[config.mk]
export PLATFORM = sky130hd
export DESIGN_NAME = holdover_freq_ctrl
export DESIGN_NICKNAME = d
export VERILOG_FILES = /design/src/rtl/hfm_pkg.sv /design/src/rtl/hfm_sample_timer.sv /design/src/rtl/hfm_snapshot_store.sv /design/src/rtl/hfm_mode_fsm.sv /design/src/rtl/holdover_freq_ctrl.sv
export SDC_FILE = /design/constraint.sdc
export NUM_CORES = 1
export LEC_CHECK = 0
export BUFFER_PORTS_ARGS = -buffer_cell sky130_fd_sc_hd__buf_2
export CORE_MARGIN = 3
export CORE_UTILIZATION = 35
export DETAILED_ROUTE_END_ITERATION = 8
export GPL_TIMING_DRIVEN = 0
export PLACE_DENSITY = 0.54
export SLEW_MARGIN = 15
export SYNTH_ARGS = -nofsm -noshare
export SYNTH_HDL_FRONTEND = slang
export SYNTH_SLANG_ARGS = --single-unit
[constraint.sdc]
create_clock -name clk -period 2.85 [get_ports clk]
set_input_delay 0.285 -clock clk [delete_from_list [all_inputs] [get_ports clk]]
set_output_delay 0.285 -clock clk [all_outputs]
set_load 0.005 [all_outputs]
[src/rtl/hfm_pkg.sv]
package hfm_pkg;

    typedef enum logic [1:0] {
        ST_TRACK = 2'b00,
        ST_HOLD  = 2'b01,
        ST_FREE  = 2'b10
    } hfm_state_e;

    function automatic hfm_state_e decode_mode(input logic [1:0] code);
        hfm_state_e s;
        unique case (code)
            2'b00:   s = ST_TRACK;
            2'b01:   s = ST_HOLD;
            default: s = ST_FREE;
        endcase
        return s;
    endfunction

endpackage

[src/rtl/hfm_sample_timer.sv]
module hfm_sample_timer #(
    parameter int TICKS_PER_SAMPLE = 30
) (
    input  logic clk,
    input  logic rst_n,
    input  logic run_i,
    input  logic tick_i,
    output logic sample_o
);
    localparam int CW = (TICKS_PER_SAMPLE > 1) ? $clog2(TICKS_PER_SAMPLE) : 1;
    localparam logic [CW-1:0] LAST = CW'(TICKS_PER_SAMPLE - 1);

    logic [CW-1:0] cnt_q;

    always_ff @(posedge clk or negedge rst_n) begin
        if (!rst_n) begin
            cnt_q <= '0;
        end else if (!run_i) begin
            cnt_q <= '0;
        end else if (tick_i) begin
            cnt_q <= (cnt_q == LAST) ? '0 : cnt_q + 1'b1;
        end
    end

    assign sample_o = run_i && tick_i && (cnt_q == LAST);

    // the tick count never passes the sample interval
    a_r3_count_in_range: assert property (@(posedge clk) disable iff (!rst_n)
        cnt_q <= LAST);

    // a dropped run condition restarts the count
    a_r3_restart: assert property (@(posedge clk) disable iff (!rst_n)
        !run_i |=> cnt_q == '0);

endmodule

[src/rtl/hfm_snapshot_store.sv]
module hfm_snapshot_store #(
    parameter int          WORD_W       = 24,
    parameter logic [WORD_W-1:0] NOMINAL_WORD = '0
) (
    input  logic              clk,
    input  logic              rst_n,
    input  logic              cap_i,
    input  logic              clr_i,
    input  logic [WORD_W-1:0] word_i,
    output logic [WORD_W-1:0] pick_o
);
    localparam int SLOTS = 2;

    logic [WORD_W-1:0] slot_q [SLOTS];
    logic [SLOTS-1:0]  vld_q;
    logic              wr_sel_q;

    for (genvar i = 0; i < SLOTS; i++) begin : g_slot
        always_ff @(posedge clk or negedge rst_n) begin
            if (!rst_n) begin
                slot_q[i] <= '0;
            end else if (cap_i && (wr_sel_q == 1'(i))) begin
                slot_q[i] <= word_i;
            end
        end
    end

    always_ff @(posedge clk or negedge rst_n) begin
        if (!rst_n) begin
            vld_q    <= '0;
            wr_sel_q <= 1'b0;
        end else if (clr_i) begin
            vld_q    <= '0;
            wr_sel_q <= 1'b0;
        end else if (cap_i) begin
            vld_q[wr_sel_q] <= 1'b1;
            wr_sel_q        <= ~wr_sel_q;
        end
    end

    // The slot to be written next holds the older sample.
    always_comb begin
        if (vld_q[wr_sel_q]) begin
            pick_o = slot_q[wr_sel_q];
        end else if (vld_q[~wr_sel_q]) begin
            pick_o = slot_q[~wr_sel_q];
        end else begin
            pick_o = NOMINAL_WORD;
        end
    end

    // without a capture or a clear, the store is frozen
    a_r7_frozen: assert property (@(posedge clk) disable iff (!rst_n)
        (!cap_i && !clr_i) |=> ($stable(vld_q) && $stable(wr_sel_q)));

    // successive captures land in alternate slots
    a_r3_alternate: assert property (@(posedge clk) disable iff (!rst_n)
        (cap_i && !clr_i) |=> (wr_sel_q != $past(wr_sel_q)));

    // a clear leaves no valid slot
    a_r9_cleared: assert property (@(posedge clk) disable iff (!rst_n)
        clr_i |=> (vld_q == '0));

endmodule

[src/rtl/hfm_mode_fsm.sv]
module hfm_mode_fsm
    import hfm_pkg::*;
#(
    parameter int          WORD_W       = 24,
    parameter logic [WORD_W-1:0] NOMINAL_WORD = '0
) (
    input  logic              clk,
    input  logic              rst_n,
    input  logic [1:0]        mode_i,
    input  logic              fast_lock_i,
    input  logic              locked_i,
    input  logic [WORD_W-1:0] live_word_i,
    input  logic [WORD_W-1:0] pick_i,
    output logic              run_o,
    output logic              clr_o,
    output logic [WORD_W-1:0] freq_word_o,
    output logic [1:0]        mode_o,
    output logic              wide_o
);
    hfm_state_e state_q, state_d;

    assign state_d = decode_mode(mode_i);

    // State register
    always_ff @(posedge clk or negedge rst_n) begin
        if (!rst_n) begin
            state_q <= ST_FREE;
        end else begin
            state_q <= state_d;
        end
    end

    // Registered outputs
    always_ff @(posedge clk or negedge rst_n) begin
        if (!rst_n) begin
            freq_word_o <= NOMINAL_WORD;
            mode_o      <= ST_FREE;
            wide_o      <= 1'b0;
        end else begin
            unique case (state_d)
                ST_TRACK: freq_word_o <= live_word_i;
                ST_HOLD:  freq_word_o <= (state_q != ST_HOLD) ? pick_i : freq_word_o;
                default:  freq_word_o <= NOMINAL_WORD;
            endcase
            mode_o <= state_d;
            wide_o <= (state_d == ST_TRACK) && fast_lock_i;
        end
    end

    assign run_o = (state_q == ST_TRACK) && locked_i;
    assign clr_o = (state_q == ST_HOLD) && (state_d == ST_TRACK);

    // a return to tracking from holdover raises the clear
    a_r9_clear_on_return: assert property (@(posedge clk) disable iff (!rst_n)
        (mode_o == 2'b01 && mode_i == 2'b00) |-> clr_o);

    // no run condition outside tracking
    a_r7_run_only_tracking: assert property (@(posedge clk) disable iff (!rst_n)
        run_o |-> (mode_o == 2'b00));

endmodule

[src/rtl/holdover_freq_ctrl.sv]
module holdover_freq_ctrl #(
    parameter int          WORD_W           = 24,
    parameter int          TICKS_PER_SAMPLE = 30,
    parameter logic [WORD_W-1:0] NOMINAL_WORD = '0
) (
    input  logic              clk,
    input  logic              rst_n,
    input  logic [1:0]        mode_i,
    input  logic              fast_lock_i,
    input  logic              locked_i,
    input  logic [WORD_W-1:0] live_word_i,
    input  logic              tick_ms_i,
    output logic [WORD_W-1:0] freq_word_o,
    output logic [1:0]        mode_o,
    output logic              wide_track_o
);
    logic              run;
    logic              clr;
    logic              sample;
    logic [WORD_W-1:0] pick;

    hfm_sample_timer #(.TICKS_PER_SAMPLE(TICKS_PER_SAMPLE)) u_timer (
        .clk      (clk),
        .rst_n    (rst_n),
        .run_i    (run),
        .tick_i   (tick_ms_i),
        .sample_o (sample)
    );

    hfm_snapshot_store #(.WORD_W(WORD_W), .NOMINAL_WORD(NOMINAL_WORD)) u_store (
        .clk    (clk),
        .rst_n  (rst_n),
        .cap_i  (sample),
        .clr_i  (clr),
        .word_i (live_word_i),
        .pick_o (pick)
    );

    hfm_mode_fsm #(.WORD_W(WORD_W), .NOMINAL_WORD(NOMINAL_WORD)) u_fsm (
        .clk         (clk),
        .rst_n       (rst_n),
        .mode_i      (mode_i),
        .fast_lock_i (fast_lock_i),
        .locked_i    (locked_i),
        .live_word_i (live_word_i),
        .pick_i      (pick),
        .run_o       (run),
        .clr_o       (clr),
        .freq_word_o (freq_word_o),
        .mode_o      (mode_o),
        .wide_o      (wide_track_o)
    );

    // tracking output is the live word from the previous edge
    a_r2_track_follows: assert property (@(posedge clk) disable iff (!rst_n)
        (mode_o == 2'b00) |-> (freq_word_o == $past(live_word_i)));

    // freerun output is the nominal word
    a_r6_free_nominal: assert property (@(posedge clk) disable iff (!rst_n)
        (mode_o == 2'b10) |-> (freq_word_o == NOMINAL_WORD));

    // the word does not move while holdover continues
    a_r4_hold_frozen: assert property (@(posedge clk) disable iff (!rst_n)
        (mode_o == 2'b01 && $past(mode_o) == 2'b01) |-> $stable(freq_word_o));

    // wide tracking only while tracking
    a_r8_wide_only_track: assert property (@(posedge clk) disable iff (!rst_n)
        wide_track_o |-> (mode_o == 2'b00));

    // status never shows the unused code
    a_r6_status_legal: assert property (@(posedge clk) disable iff (!rst_n)
        mode_o != 2'b11);

endmodule

==> results.cfg, run 1 <==
[status]
status = completed

[cells_and_area]
drive_above_1_share = 0.3860
area_delta_synth_final_pct = 18.88
final_common_cell = dfrtp_1
final_nets = 371
diodes = 0
final_cell_mix = 82 x dfrtp_1, 58 x buf_2, 29 x mux2_2
finish.utilization = 0.4357

[yosys]
syn_area_um2 = 3632
synth_cell_types = 39
ys.flop_type = dfrtp_1
postSynthCellCount = 268
seq_area_frac_synth = 0.5722
synth_edf_count = 0
synthArstFlopShare = 1.000
yosys_warnings = 0
synth-seq-cells = 83
synth_area_per_cell_um2 = 13.55
synth_fp_nets = 301

[timing]
finalCritPeriodShare = 0.8287
rsz0062_at_grt = no
fin_skew_ns = 0.006280
worst_pin_slew_ns = 0.7664
maxSlewViolCount = 0
setup_viol = 0
fin_crit_ns = 2.362
max_freq_mhz = 423.4
setup-tns-final_ns = 0
maxSlewHeadroom = 0.4837
finalHoldViolCount = 0

[place]
io_buffer_count = 57
gp_congestion = 0.7594
dp_hpwl_mm = 5.420

[floorplan]
start_util = 0.3665
placementRows = 36
die_x_um = 107.9
core_region_area_um2 = 9910
die_y_um = 107.9
dieArea_um2 = 11640
ios = 58

[worst_setup_path]
crit_family = simple AND/OR/NAND/NOR gates
cp_max_fo = 10
required_ns = 3.08
cp.arrival_ns = 2.59
crit_type = flip-flop to flip-flop
crit_slowest_cell = nor4_4
critPathBufInv = 2
critPathMaxStageDelay_ns = 0.56
crit_chain = inv_1 -> ha_1 -> nand4_1 -> nor4_4 -> buf_2 -> mux2_2
critPathCaptureType = flip-flop
cp-start-kind = flip-flop

[routing]
viasPerCell = 5.349
dr.pass1.iters = 6
antenna_left = 0
drt-initial-drc-count = 97
drc = 0
wl_mm = 8.410
wl_per_cell_um = 17.71
vias = 2541

[power]
switching_power_uw = 566.7
pwr-share-seq = 0.538
clock_power_share = 0.367
vdd_drop_max_uv = 178.9
p_per_area_nw_per_um2 = 540.4
switching_share = 0.2428
leakage_nw = 2.056
power.internal_mw = 1.767
comb_power_share = 0.094

[global_routing]
grt-ovfl-total = 0
grt_pass1_wl_mm = 13.88
grt_antenna_before_repair = 0
grt_max_degree = 49
grt_pass1_vias = 2643
grt_use_total = 0.1560

[job]
cap_violations = 0

[clock_tree]
cts_max_level = 3
post-cts-setup-buffers = 0
postCtsHoldBufs = 1
clk_latency_ns = 0.34
root_buffer = clkbuf_8
clkTransAtPathRegs_ns = 0.08
cts_tree = yes
cts.sinks = 83
cts-buffers-inserted = 9
cts.path.max_buffers = 2
post_cts_resized = 0

[worst_hold_path]
hold_class = input port to flip-flop
-- worst register-to-register path, stage by stage (launching register included) --
cell and delay, ns:
dfrtp_1 0.43, inv_1 0.07, ha_1 0.17, nand4_1 0.24
nor4_4 0.56, buf_2 0.39, mux2_2 0.38
-- cell type report --
type	count	area, um^2
Inverter	5	18.77
Fill cell	968	5592
Clock inverter	2	35.03
Clock buffer	13	158.9
Timing Repair Buffer	59	325.3
Multi-Input combinational cell	157	1398
Buffer	23	137.6
Tap cell	133	166.4
Sequential cell	83	2078
-- layer usage --
layer  wire length (um)  up-vias  global-route usage
li1                   -     1165                   -
met1               4068     1313              0.2161
met2               3906       53              0.2362
met3                283       10             0.02699
met4                152        0             0.07574
met5                  0        -                   0
-- registers in the layout (all words and copies together) (netlist names) --
name / cells
u_store.wr_sel_q: 1
u_fsm.state_q: 2
u_fsm.freq_word_o: 24
u_fsm.wide_o: 1
u_store.vld_q: 2
u_timer.cnt_q: 5
u_store.slot_q: 48
-- cells in the mapped netlist (2+ instances only) --
cell type  number  area share
a21oi_1         4      0.0055
a22oi_1        24       0.050
a32oi_1        24       0.058
buf_12          2       0.011
buf_2           2      0.0028
buf_6           2      0.0062
clkbuf_1       16       0.017
dfrtp_1        82        0.56
ha_1            2      0.0069
inv_1           5      0.0052
mux2_2         29       0.090
mux2_4         19       0.079
nand2_1         4      0.0041
nand4_1         2      0.0034
o21a_1          2      0.0041
o21ai_0        25       0.034
or3_1           2      0.0034
-- power groups by stage --
stage | Combinational, mW | Sequential (mW) | Clock [mW]
2_1_floorplan | 0.102 | 1.28 | 0
3_3_place_gp | 0.217 | 1.28 | 0
3_5_place_dp | 0.224 | 1.28 | 0
4_1_cts | 0.226 | 1.26 | 0.885
5_1_grt | 0.248 | 1.26 | 0.935
6_report | 0.220 | 1.26 | 0.857
-- worst paths after layout --
path | start | endpoint | slack (ns) | cells after the start
setup reg to reg | u_timer.cnt_q[1]$_DFFE_PN0P_ | u_store.slot_q[36]$_DFFE_PN0P_ | 0.49 | 6
max in group asynchronous | rst_n | u_store.slot_q[12]$_DFFE_PN0P_ | 1.78 | 3
setup / recovery | u_timer.cnt_q[1]$_DFFE_PN0P_ | u_store.slot_q[36]$_DFFE_PN0P_ | 0.49 | 6
hold / removal | fast_lock_i | u_fsm.wide_o$_DFF_PN0_ | 0.14 | 2
hold reg to reg | u_fsm.freq_word_o[2]$_DFFE_PN0P_ | u_fsm.freq_word_o[2]$_DFFE_PN0P_ | 0.50 | 2
min in group asynchronous | rst_n | u_fsm.freq_word_o[2]$_DFFE_PN0P_ | 0.45 | 2
-- logic make-up (layout without fill, tap and decap cells) --
family	after synthesis	after routing	share of synthesized area
AO/OA/AOI/OAI	86	86	0.1684
flip-flops	83	83	0.5722
multiplexers	48	48	0.1684
buffers and inverters	28	102	0.04306
AND/OR/NAND/NOR	21	21	0.04099
adder cells (fa/ha/maj)	2	2	0.006888
-- metrics by stage --
stage	hold WS (ns)	area [um^2]	worst slack [ns]	std cells	total power [mW]
CTS	0.1162	4318	0.4469	475	2.367
detailed placement	0.3001	4114	0.4870	459	1.503
floorplan	-0.01059	3632	0.8267	268	1.379
finish	0.1364	4318	0.4883	475	2.334
global placement	0.4851	4084	0.4823	458	1.494
global route	0.1273	4318	0.3079	475	2.446
No activity file was read; power rests on OpenSTA's default activity.
==> run 2, diff against run 1 <==
ABC_AREA = 1   (was not set)
PLACE_DENSITY = 0.53   (was 0.54)
clock period = 2.2 ns   (was 2.85 ns; I/O delays follow)
==> results.cfg, run 2 <==
[status]
status = completed

[yosys]
synth.most_common_cell = nand2_1
synth_edf_count = 0
ys.flop_type = dfrtp_1
seq_area_frac_synth = 0.4817
yosys_warnings = 0
synth-seq-cells = 83
synth_cell_types = 26
synth_common_cells = 255 x nand2_1, 82 x dfrtp_1, 68 x o21ai_0
synth.top_cell.area_share = 0.4756
synth_area_leaders = dfrtp_1 48%, nand2_1 22%, o21ai_0 7.9%
synth_top_area_cell = dfrtp_1
synthArstFlopShare = 1.000
syn_area_um2 = 4314
synth_fp_nets = 629
synth_area_per_cell_um2 = 7.238
postSynthCellCount = 596

[global_routing]
grt-ovfl-total = 0
grt_pass1_wl_mm = 20.15
grt_max_degree = 52
grt_antenna_before_repair = 0
grt_pass1_vias = 4040
grt_use_total = 0.1923

[cells_and_area]
largest_reg_flops = 48
area_delta_synth_final_pct = 19.84
regMostFlops = u_store.slot_q
final_common_cell = nand2_1
final_cell_mix = 255 x nand2_1, 82 x dfrtp_1, 68 x o21ai_0
final_nets = 699
largestRegisters = u_store.slot_q (48), u_fsm.freq_word_o (24), u_timer.cnt_q (5)
design_area_um2 = 5170
diodes = 0
finish.utilization = 0.4415
drive_above_1_share = 0.1610

[routing]
viasPerCell = 4.848
wl_per_cell_um = 14.95
wl_mm = 12.17
dr.pass1.iters = 4
drt-initial-drc-count = 233
drc = 0
vias = 3946
antenna_left = 0

[worst_setup_path]
crit_slowest_cell = clkbuf_1
crit_chain = buf_4 -> inv_2 -> clkbuf_1 -> nand2_1 -> o21ai_0 -> nand2_1 -> nand2_1 -> nand2_1 -> a21oi_1
cp-start-kind = flip-flop
cp_common_cell = nand2_1
crit_start = u_store.wr_sel_q$_DFFE_PN0P_
worst_r2r_endpoint = u_fsm.freq_word_o[22]$_DFFE_PN0P_
r2r_cells = 9
cp.arrival_ns = 1.97
cp_max_fo = 10
crit_type = flip-flop to flip-flop
required_ns = 2.47
worstReg2RegStart = u_store.wr_sel_q$_DFFE_PN0P_
critPathCaptureType = flip-flop
critPathMaxStageDelay_ns = 0.47
r2r_slack_ns = 0.50
critPathCapture = u_fsm.freq_word_o[22]$_DFFE_PN0P_

[timing]
rsz0062_at_grt = no
max_freq_mhz = 587.5
setup-tns-final_ns = 0
maxSlewViolCount = 0
setup_viol = 0
finalHoldViolCount = 0
maxSlewHeadroom = 0.5648
fin_skew_ns = 0.004070
setup_slack_ns = 0.4979
fin_crit_ns = 1.702
finalCritPeriodShare = 0.7737
worst_pin_slew_ns = 0.6504

[job]
cap_violations = 0

[place]
io_buffer_count = 57
place_area_um2 = 4808
gp_congestion = 0.7801
pre_cts_slack_ns = 0.3829
dp_hpwl_mm = 8.410

[floorplan]
ios = 58
core_region_area_um2 = 11710
dieArea_um2 = 13690
placementRows = 39
die_y_um = 117.0
start_util = 0.3684
die_x_um = 117.0

[clock_tree]
post-cts-setup-buffers = 0
clkTransAtPathRegs_ns = 0.06
cts.path.max_buffers = 2
cts-buffers-inserted = 9
root_buffer = clkbuf_16
cts_max_level = 3
cts.sinks = 83
post_cts_resized = 0
cts_tree = yes
clk_latency_ns = 0.34

[power]
p_total_mw = 3.619
vdd_drop_max_uv = 397.7
leakage_nw = 2.650
p_per_area_nw_per_um2 = 700.1

[worst_hold_path]
hold_class = input port to flip-flop
## run 2: cell types whose count changed after synthesis, sizes merged, moves of 7 or more
cell   before  now
a32oi      24    0
nand3       1    8
a22oi      24    0
nor2        1   26
buf         6   18
nand2       4  257
inv         5   54
a21oi       4   38
mux2       48    0
o21ai      25   88
## run 2: worst min path at each step
stage | endpoint | start | depth (start not counted) | slack [ns]
after floorplan | u_fsm.freq_word_o[0]$_DFFE_PN0P_ | rst_n | 0 | -0.08
after global placement | u_fsm.wide_o$_DFF_PN0_ | mode_i[0] | 2 | 0.41
after detailed placement | u_fsm.freq_word_o[0]$_DFFE_PN0P_ | rst_n | 1 | 0.21
after CTS | u_fsm.wide_o$_DFF_PN0_ | mode_i[0] | 2 | 0.06
after global routing | u_fsm.wide_o$_DFF_PN0_ | mode_i[0] | 2 | 0.07
final | u_fsm.wide_o$_DFF_PN0_ | mode_i[0] | 2 | 0.06
## run 2: repair_timing
item                                    4_1_cts  5_1_grt
endpoints found under the setup margin        0        0
hold endpoints to repair                     32        0
hold buffers                                  1        0
## run 2: power breakdown
part	total (mW)	internal [mW]	switching (mW)
logic	0.274	0.0873	0.187
registers	1.58	1.56	0.0205
clock network	1.77	1.14	0.626
## run 2: metrics by stage
step,instances,hold slack [ns]
global route,814,0.06751
global placement,796,0.4114
CTS,814,0.05558
floorplan,596,-0.07559
detailed placement,797,0.2096
finish,814,0.06221
## run 2: logic make-up (layout without fill, tap and decap cells)
family                     after synthesis  count (layout)  share of synthesized area
AOI/OAI and AO/OA                      127             127                     0.1526
xor gates and xnor gates                 3               3                   0.006092
adders and majority gates                2               2                   0.005800
buffers and inverters                   88             163                    0.08700
DFF                                     83              83                     0.4817
and+or+nand+nor                        293             293                     0.2668
## run 2: layer usage
metal | part of all wire | GRT usage | vias up
met5 | 0 | 0 | -
met4 | 0.010 | 0.06498 | 0
met3 | 0.044 | 0.03548 | 10
met2 | 0.49 | 0.3284 | 78
met1 | 0.46 | 0.2460 | 1847
li1 | - | - | 2011
## run 2: final cells by class
class	count	area [um^2]
Timing Repair Buffer	59	325.3
Tap cell	143	178.9
Inverter	54	202.7
Buffer	34	172.7
Fill cell	1220	6541
Clock buffer	10	239.0
Clock inverter	6	112.6
Multi-Input combinational cell	425	1861
Sequential cell	83	2078
## run 2: critical path, delay by kind of cell, from the launching register on
family	cells	cell delay, ns
AOI/OAI and AO/OA	2	0.25
buffers and inverters	3	0.72
DFF	1	0.36
and+or+nand+nor	4	0.30
